$ cat src/rtl/dcd_pkg.sv
package dcd_pkg;
    typedef enum logic [2:0] {
        ST_IDLE,
        ST_FETCH,
        ST_PACE,
        ST_XRD,
        ST_XWR,
        ST_LINK
    } dcd_state_e;

    localparam int BIT_INC_SRC   = 31;
    localparam int BIT_INC_DST   = 30;
    localparam int BIT_PACE_SRC  = 29;
    localparam int BIT_PACE_DST  = 28;
    localparam int BIT_EV_START  = 22;
    localparam int BIT_EV_END    = 21;
    localparam int BIT_WIDTH_LO  = 14;
    localparam int WORD_BYTES    = 4;
endpackage

$ cat src/rtl/dcd_addr_step.sv
module dcd_addr_step #(
    parameter int ADDR_W = 32
) (
    input  logic [ADDR_W-1:0] cur_i,
    input  logic              inc_i,
    input  logic [2:0]        unit_i,
    output logic [ADDR_W-1:0] nxt_o
);
    always_comb begin
        nxt_o = inc_i ? cur_i + ADDR_W'(unit_i) : cur_i;
    end
endmodule

$ cat src/rtl/dcd_beat_calc.sv
module dcd_beat_calc #(
    parameter int LEN_W = 13
) (
    input  logic [1:0]       width_i,
    input  logic [LEN_W-1:0] rem_i,
    output logic [2:0]       unit_o,
    output logic [LEN_W-1:0] rem_nxt_o,
    output logic             last_o
);
    logic [LEN_W-1:0] unit_ext;

    always_comb begin
        case (width_i)
            2'd1:    unit_o = 3'd1;
            2'd2:    unit_o = 3'd2;
            default: unit_o = 3'd4;
        endcase
        unit_ext  = LEN_W'(unit_o);
        last_o    = (rem_i <= unit_ext);
        rem_nxt_o = last_o ? '0 : rem_i - unit_ext;
    end
endmodule

$ cat src/rtl/desc_chain_dma.sv
module desc_chain_dma
    import dcd_pkg::*;
#(
    parameter int ADDR_W = 32,
    parameter int LEN_W  = 13
) (
    input  logic              clk,
    input  logic              rst_n,
    input  logic              ptr_we,
    input  logic [ADDR_W-1:0] ptr_in,
    input  logic              go,
    input  logic              align_en,
    input  logic              dreq,
    output logic              rd_req,
    output logic [ADDR_W-1:0] rd_addr,
    input  logic              rd_valid,
    input  logic [31:0]       rd_data,
    input  logic              rd_err,
    output logic              wr_req,
    output logic [ADDR_W-1:0] wr_addr,
    output logic [31:0]       wr_data,
    output logic [1:0]        wr_size,
    input  logic              wr_ack,
    output logic [ADDR_W-1:0] src_addr,
    output logic [ADDR_W-1:0] dst_addr,
    output logic              busy,
    output logic              stopped,
    output logic              bus_err,
    output logic              ev_start,
    output logic              ev_end,
    output logic              ev_stop
);
    localparam logic [ADDR_W-1:0] DESC_MASK  = ~ADDR_W'(15);
    localparam logic [ADDR_W-1:0] ALIGN_MASK = ~ADDR_W'(7);
    localparam int                N_PTR      = 2;

    typedef struct packed {
        dcd_state_e        st;
        logic [1:0]        widx;
        logic [ADDR_W-1:0] dptr;
        logic [ADDR_W-1:0] link_nxt;
        logic              link_stop;
        logic [ADDR_W-1:0] src;
        logic [ADDR_W-1:0] dst;
        logic              inc_s;
        logic              inc_d;
        logic              paced;
        logic              irq_end;
        logic [1:0]        width;
        logic [LEN_W-1:0]  rem;
        logic [31:0]       data;
        logic              busy;
        logic              stopped;
        logic              berr;
        logic              ev_start;
        logic              ev_end;
        logic              ev_stop;
    } dcd_regs_t;

    dcd_regs_t q, d;

    logic [2:0]        unit;
    logic [LEN_W-1:0]  rem_nxt;
    logic              last_beat;
    logic [ADDR_W-1:0] step_cur [N_PTR];
    logic              step_inc [N_PTR];
    logic [ADDR_W-1:0] step_nxt [N_PTR];
    logic [ADDR_W-1:0] rd_word_addr;

    dcd_beat_calc #(.LEN_W(LEN_W)) u_beat (
        .width_i   (q.width),
        .rem_i     (q.rem),
        .unit_o    (unit),
        .rem_nxt_o (rem_nxt),
        .last_o    (last_beat)
    );

    assign step_cur[0] = q.src;
    assign step_inc[0] = q.inc_s;
    assign step_cur[1] = q.dst;
    assign step_inc[1] = q.inc_d;

    for (genvar g = 0; g < N_PTR; g++) begin : g_step
        dcd_addr_step #(.ADDR_W(ADDR_W)) u_step (
            .cur_i  (step_cur[g]),
            .inc_i  (step_inc[g]),
            .unit_i (unit),
            .nxt_o  (step_nxt[g])
        );
    end

    function automatic logic [ADDR_W-1:0] fix_align(input logic [ADDR_W-1:0] a,
                                                     input logic en);
        return en ? a : (a & ALIGN_MASK);
    endfunction

    assign rd_word_addr = q.dptr + ADDR_W'({q.widx, 2'b00});

    always_comb begin
        d          = q;
        d.ev_start = 1'b0;
        d.ev_end   = 1'b0;
        d.ev_stop  = 1'b0;
        case (q.st)
            ST_IDLE: begin
                if (ptr_we) d.dptr = ptr_in & DESC_MASK;
                if (go) begin
                    d.st      = ST_FETCH;
                    d.widx    = 2'd0;
                    d.busy    = 1'b1;
                    d.stopped = 1'b0;
                    d.berr    = 1'b0;
                end
            end
            ST_FETCH: begin
                if (rd_valid) begin
                    if (rd_err) begin
                        d.st   = ST_IDLE;
                        d.busy = 1'b0;
                        d.berr = 1'b1;
                    end else begin
                        d.widx = q.widx + 2'd1;
                        case (q.widx)
                            2'd0: begin
                                d.link_nxt  = rd_data[ADDR_W-1:0] & DESC_MASK;
                                d.link_stop = rd_data[0];
                            end
                            2'd1: d.src = fix_align(rd_data[ADDR_W-1:0], align_en);
                            2'd2: d.dst = fix_align(rd_data[ADDR_W-1:0], align_en);
                            default: begin
                                d.inc_s    = rd_data[BIT_INC_SRC];
                                d.inc_d    = rd_data[BIT_INC_DST];
                                d.paced    = rd_data[BIT_PACE_SRC] | rd_data[BIT_PACE_DST];
                                d.irq_end  = rd_data[BIT_EV_END];
                                d.width    = rd_data[BIT_WIDTH_LO+1:BIT_WIDTH_LO];
                                d.rem      = rd_data[LEN_W-1:0];
                                d.ev_start = rd_data[BIT_EV_START];
                                d.st       = (rd_data[LEN_W-1:0] == '0) ? ST_LINK : ST_PACE;
                            end
                        endcase
                    end
                end
            end
            ST_PACE: begin
                if (!q.paced || dreq) d.st = ST_XRD;
            end
            ST_XRD: begin
                if (rd_valid) begin
                    if (rd_err) begin
                        d.st   = ST_IDLE;
                        d.busy = 1'b0;
                        d.berr = 1'b1;
                    end else begin
                        d.data = rd_data;
                        d.st   = ST_XWR;
                    end
                end
            end
            ST_XWR: begin
                if (wr_ack) begin
                    d.src = step_nxt[0];
                    d.dst = step_nxt[1];
                    d.rem = rem_nxt;
                    d.st  = last_beat ? ST_LINK : ST_PACE;
                end
            end
            ST_LINK: begin
                d.ev_end = q.irq_end;
                if (q.link_stop) begin
                    d.st      = ST_IDLE;
                    d.busy    = 1'b0;
                    d.stopped = 1'b1;
                    d.ev_stop = 1'b1;
                end else begin
                    d.dptr = q.link_nxt;
                    d.widx = 2'd0;
                    d.st   = ST_FETCH;
                end
            end
            default: d.st = ST_IDLE;
        endcase
    end

    always_ff @(posedge clk or negedge rst_n) begin
        if (!rst_n) begin
            q    <= '0;
            q.st <= ST_IDLE;
        end else begin
            q <= d;
        end
    end

    assign rd_req   = (q.st == ST_FETCH) || (q.st == ST_XRD);
    assign rd_addr  = (q.st == ST_FETCH) ? rd_word_addr : q.src;
    assign wr_req   = (q.st == ST_XWR);
    assign wr_addr  = q.dst;
    assign wr_data  = q.data;
    assign wr_size  = q.width;
    assign src_addr = q.src;
    assign dst_addr = q.dst;
    assign busy     = q.busy;
    assign stopped  = q.stopped;
    assign bus_err  = q.berr;
    assign ev_start = q.ev_start;
    assign ev_end   = q.ev_end;
    assign ev_stop  = q.ev_stop;
endmodule

$ cat config.mk
export PLATFORM = sky130hd
export DESIGN_NAME = desc_chain_dma
export DESIGN_NICKNAME = d
export VERILOG_FILES = /design/src/rtl/dcd_pkg.sv /design/src/rtl/dcd_addr_step.sv /design/src/rtl/dcd_beat_calc.sv /design/src/rtl/desc_chain_dma.sv
export SDC_FILE = /design/constraint.sdc
export NUM_CORES = 1
export LEC_CHECK = 0
export ABC_AREA = 1
export CAP_MARGIN = 20
export CORE_ASPECT_RATIO = 0.9
export CORE_MARGIN = 2
export CORE_UTILIZATION = 35
export DETAILED_ROUTE_END_ITERATION = 10
export DONT_BUFFER_PORTS = 1
export PLACE_DENSITY_LB_ADDON = 0.12
export SLEW_MARGIN = 5
export SYNTH_ARGS = -nofsm -noshare
export SYNTH_HDL_FRONTEND = slang
export SYNTH_HIERARCHICAL = 1
export SYNTH_SLANG_ARGS = --single-unit
$ cat constraint.sdc
create_clock -name clk -period 4.5 [get_ports clk]
set_clock_uncertainty 0.2 [all_clocks]
set_input_delay 0.225 -clock clk [delete_from_list [all_inputs] [get_ports clk]]
set_output_delay 0.225 -clock clk [all_outputs]
set_load 0.05 [all_outputs]
==> impl.org <==
** Detailed routing
- Via count normalized by instance count :: 4.85
- Mean routed wirelength per cell :: 17.8 um
- Number of nets still failing antenna checks after routing :: 0
- For this block, the via count after detailed routing is about 11000.
- In this run, the number of DRC markers left after iteration 0 of detailed routing was 745.
- Wires add up to 39.3 mm.
- The first detailed-routing pass ran for 5 iterations.
- Remaining design rule violation count :: 0

** Timing
- Worst Setup Slack, final :: 1.19 ns
- Transition at the pin with the smallest max-transition slack :: roughly 1.1 ns
- Fmax :: 302 MHz
- RSZ-0062 raised after global routing :: false
- The worst pin sits at a relative slew slack of 24.3%.
- Min Tclk post-route :: between 3 and 4 ns
- For the final routed database, the setup TNS stands at 0 ns.
- Setup violations remaining at the end of the flow were counted as 0.
- Tightest hold margin :: -0.719 ns
- The hold violation count in the final report is 183.
- Count of final max-slew check failures :: 0
- Final critical-path share of the clock period :: 73.6%

** Worst setup path
- The most critical setup path has its endpoint at q[50].
- Traced cell by cell, the critical path runs through ha_1 > ha_1 > inv_1 > fa_1 > nand2_1 > nand2_1 > nor2_1 > nand2_1 > nand2_1 > nand2_1 > nor2_1 > nand2_1 > o21ai_0 > nand3_1 > nand2_1.
- The most critical setup path has its startpoint at wr_size[0].
- Setup slack of the worst register-to-register path :: roughly 1.2 ns
- STA classifies the critical path startpoint as a register.
- The number of buffers and inverters on the critical path is 1.
- STA puts the critical path data required time at 4.69 ns.
- Counting stages on the worst path, the most repeated cell is nand2_1.
- The kind of cell with the highest combined delay along the critical path is simple AND/OR/NAND/NOR gates.
- Critical path capture point type :: register
- Counting cells, the worst reg-to-reg path comes to 15.
- Max incr delay on CP :: approximately 0.78 ns
- For this design, the slowest cell found on the critical path is dfrtp_1.
- Worst endpoint data arrival time :: about 3.5 ns
- The worst setup path is of the reg2reg kind.
- Reg-to-reg endpoint :: q[50]
- Beginning of the worst register-to-register path :: wr_size[0]
- Crit Path Max Fanout :: 5
- Number of gates on the worst path with buffers counted :: 15

** Floorplanning
- CORE AREA :: 35100 um^2
- Vertical die dimension :: between 150 and 200 um
- For this configuration, the core starts out at a cell density of 35.5%.
- 243 I/O pins were placed.
- The floorplan step set the die width to between 200 and 250 um.
- After floorplanning, the core was divided into 65 placement rows.
- The die covers 37100 um^2.

** Job
- Max-cap violations in this run came to 0.

** Final layout
- Fraction of final layout cells sized beyond drive strength 1 :: 7.72%
- The multi-input combinational cells in the finished layout cover a total of 6080 um^2.
- Filler Cells Inserted :: ~3800
- Compared with the post-synthesis result, the final layout area differs by 5.89%.
- Fin nets :: ~1800
- Sequential cell area :: 4580 um^2

** Clock tree
- TritonCTS built the clock tree.
- Once the clock tree was built, the resizer swapped 0 gates to a different size.
- Buffers inserted to repair hold after CTS numbered 66.
- Cts bufs inserted :: 17
- The H-tree was split into 4 levels.
- CTS Sinks :: 183
- Clock Path Buffers :: 2
- Post-CTS timing repair inserted 0 buffers for setup.
- After clock tree synthesis, the clock-pin slew on the worst setup and hold paths is 0.07 ns.
- Clock root buffer :: clkbuf_16
- Worst-Skew Late Latency :: 0.44 ns

** Power
- Power spread over the standard cell area amounts to 701 nW/um^2.
- For this design the static power due to leakage is 6.74 nW.
- Peak supply drop :: 0.250 mV

** Synthesis
- Yosys printed 6 warnings.
- By area the synthesized netlist is led by dfrtp_1, nand2_1, buf_4.
- The most used flip-flop cell after synthesis is dfrtp_1.
- Number of standard cells after synthesis :: 1814
- Yosys cell types :: 38
- Mapped Area :: 12500 um^2
- Number of enable flip-flop cells after synthesis :: 0
- The biggest area contributor in the post-synthesis netlist is dfrtp_1.
- In this run, synthesis produced a sequential element count of 183.
- Mapped Nets :: approximately 1900
- Summed over its instances, the top area cell type makes up 36.8% of the synthesized netlist area.
- Of all flip-flops after synthesis, the portion carrying an async set or reset was between 90% and 100%.
- The share of the Yosys chip area taken by registers is 36.8%.
- Averaged over all synthesized cells, the footprint is a little under 7 um^2.

** Global route
- The via count of the first global-routing pass is 10300.
- Remaining global-route overflow :: 0
- The first global-routing pass estimated 62.3 mm of wire.
- Across every metal layer, demand over resource in global routing totals a little over a fifth.
- Antenna violations before repair :: 1
- Entering global routing, the biggest net connects 184 pins.

** Run status
- The final reports fail on hold timing.
- Status :: complete, but fails checks

** Placed design
- Before CTS, the worst setup slack after placement is 1.22 ns.
- Once detailed placement completed, the half-perimeter wirelength came to 27.9 mm.
- Port buffering added 0 buffers.
- At the end of routability-driven placement, the weighted congestion stood at 0.860.

** Worst hold path
- The path class of the tightest hold or removal check is in2async.
## registers in the layout, summed over array words and instances (netlist names), 2 cells and up
| register | flops |
|---|---|
| src_addr | 32 |
| wr_size | 2 |
| wr_data | 32 |
| q | 79 |
| dst_addr | 32 |
## metrics by stage
stage | total power, mW | utilization, % | cell area, um^2 | cells | hold slack, ns
2_1_floorplan | 7.35 | - | 12500 | 1814 | -0.271
6_report | 9.24 | 37.6 | 13200 | 2205 | -0.719
5_1_grt | 9.88 | 37.6 | 13200 | 2204 | -0.758
4_1_cts | 9.32 | 37.6 | 13200 | 2204 | -0.749
3_3_place_gp | 7.66 | 34.1 | 11900 | 2107 | -0.265
3_5_place_dp | 7.70 | 34.1 | 11900 | 2107 | -0.263
## cell type report
class / instances / share of cell area, %
clock inverters: 13 / 1.11
multi-input cells: 1300 / 46.1
well taps: 469 / 4.45
diodes: 1 / 0.0190
repair buffers: 97 / 6.77
clock buffers: 18 / 3.33
inverters: 124 / 3.53
flip-flops and latches: 183 / 34.7
## synth_stat cells (3+ instances only)
cell        n
and2_1      3
inv_2       8
buf_4     136
nor2_2     19
buf_2      35
fa_1        3
dfrtp_1   183
nor2_4     10
nand2_2    12
nand3b_1   12
nand4_1    27
inv_1     116
o21ai_1    27
ha_1       15
o21ai_0    58
nand3_1   166
xnor2_1    18
a31oi_1    28
a21oi_1     5
xor2_1     17
nor2_1    127
nor3_1      5
clkbuf_1   32
nand2_1   726
nand3_2     7
## placed cells by master (no fill, tap or decap), types with 2 or more instances in the layout
cell           instances
a21oi_1                5
nand4_1               27
a31oi_1               28
mux2_1                 2
dlygate4sd3_1         66
ha_1                  15
o21ai_1               29
o21ai_0               56
dfrtp_1              183
nor2_2                21
clkbuf_16             17
and2_2                 2
fa_1                   3
nand3_2                9
xor2_1                17
bufinv_16              2
nand2_2               14
nor3_1                 5
and2_1                 3
xnor2_1               18
inv_1                116
buf_4                 31
o21bai_1               2
inv_2                  8
inv_6                  3
clkinvlp_4             4
nand2_1              724
nor2_8                 2
nand3b_1              12
nand3_1              164
nor2_4                10
nand2_4                2
nor2_1               125
clkinv_2               2
## metal layers
| layer | wire, um | global-route usage (%) |
|---|---|---|
| met5 | 0 | 0 |
| met4 | 431 | 4.91 |
| met3 | 2410 | 5.14 |
| met2 | 16500 | 32.2 |
| met1 | 19900 | 32.0 |
## worst min-delay path by stage
stage                             to  slack [ns]  startpoint  depth (start not counted)
after CTS                     q[189]       -0.75       rst_n                          0
final                         q[162]       -0.72       rst_n                          0
after detailed placement      q[162]       -0.26       rst_n                          0
after floorplan              bus_err       -0.27       rst_n                          0
after global routing      wr_data[7]       -0.76       rst_n                          0
after global placement    wr_data[9]       -0.26       rst_n                          0
## power breakdown
part / internal, mW / leakage, nW / total (mW) / switching [mW]
Clock: 0.838 / 0.277 / 1.53 / 0.696
Combinational: 0.923 / 4.11 / 3.81 / 2.89
Sequential: 2.18 / 2.35 / 3.89 / 1.71
Total: 3.95 / 6.74 / 9.24 / 5.30
## kinds of logic (layout without fill, tap and decap cells)
logic type / count (synthesis) / count (layout) / synth area share (%)
AND/OR/NAND/NOR: 1121 / 1121 / 38.5
XOR/XNOR: 35 / 35 / 2.46
adder cells (fa/ha/maj): 18 / 18 / 1.99
other: 0 / 1 / 0
AO/OA/AOI/OAI: 123 / 123 / 5.39
buffers and inverters: 331 / 252 / 14.6
multiplexers: 3 / 3 / 0.271
flip-flops: 183 / 183 / 36.8
Power figures use the tool's default switching activity.
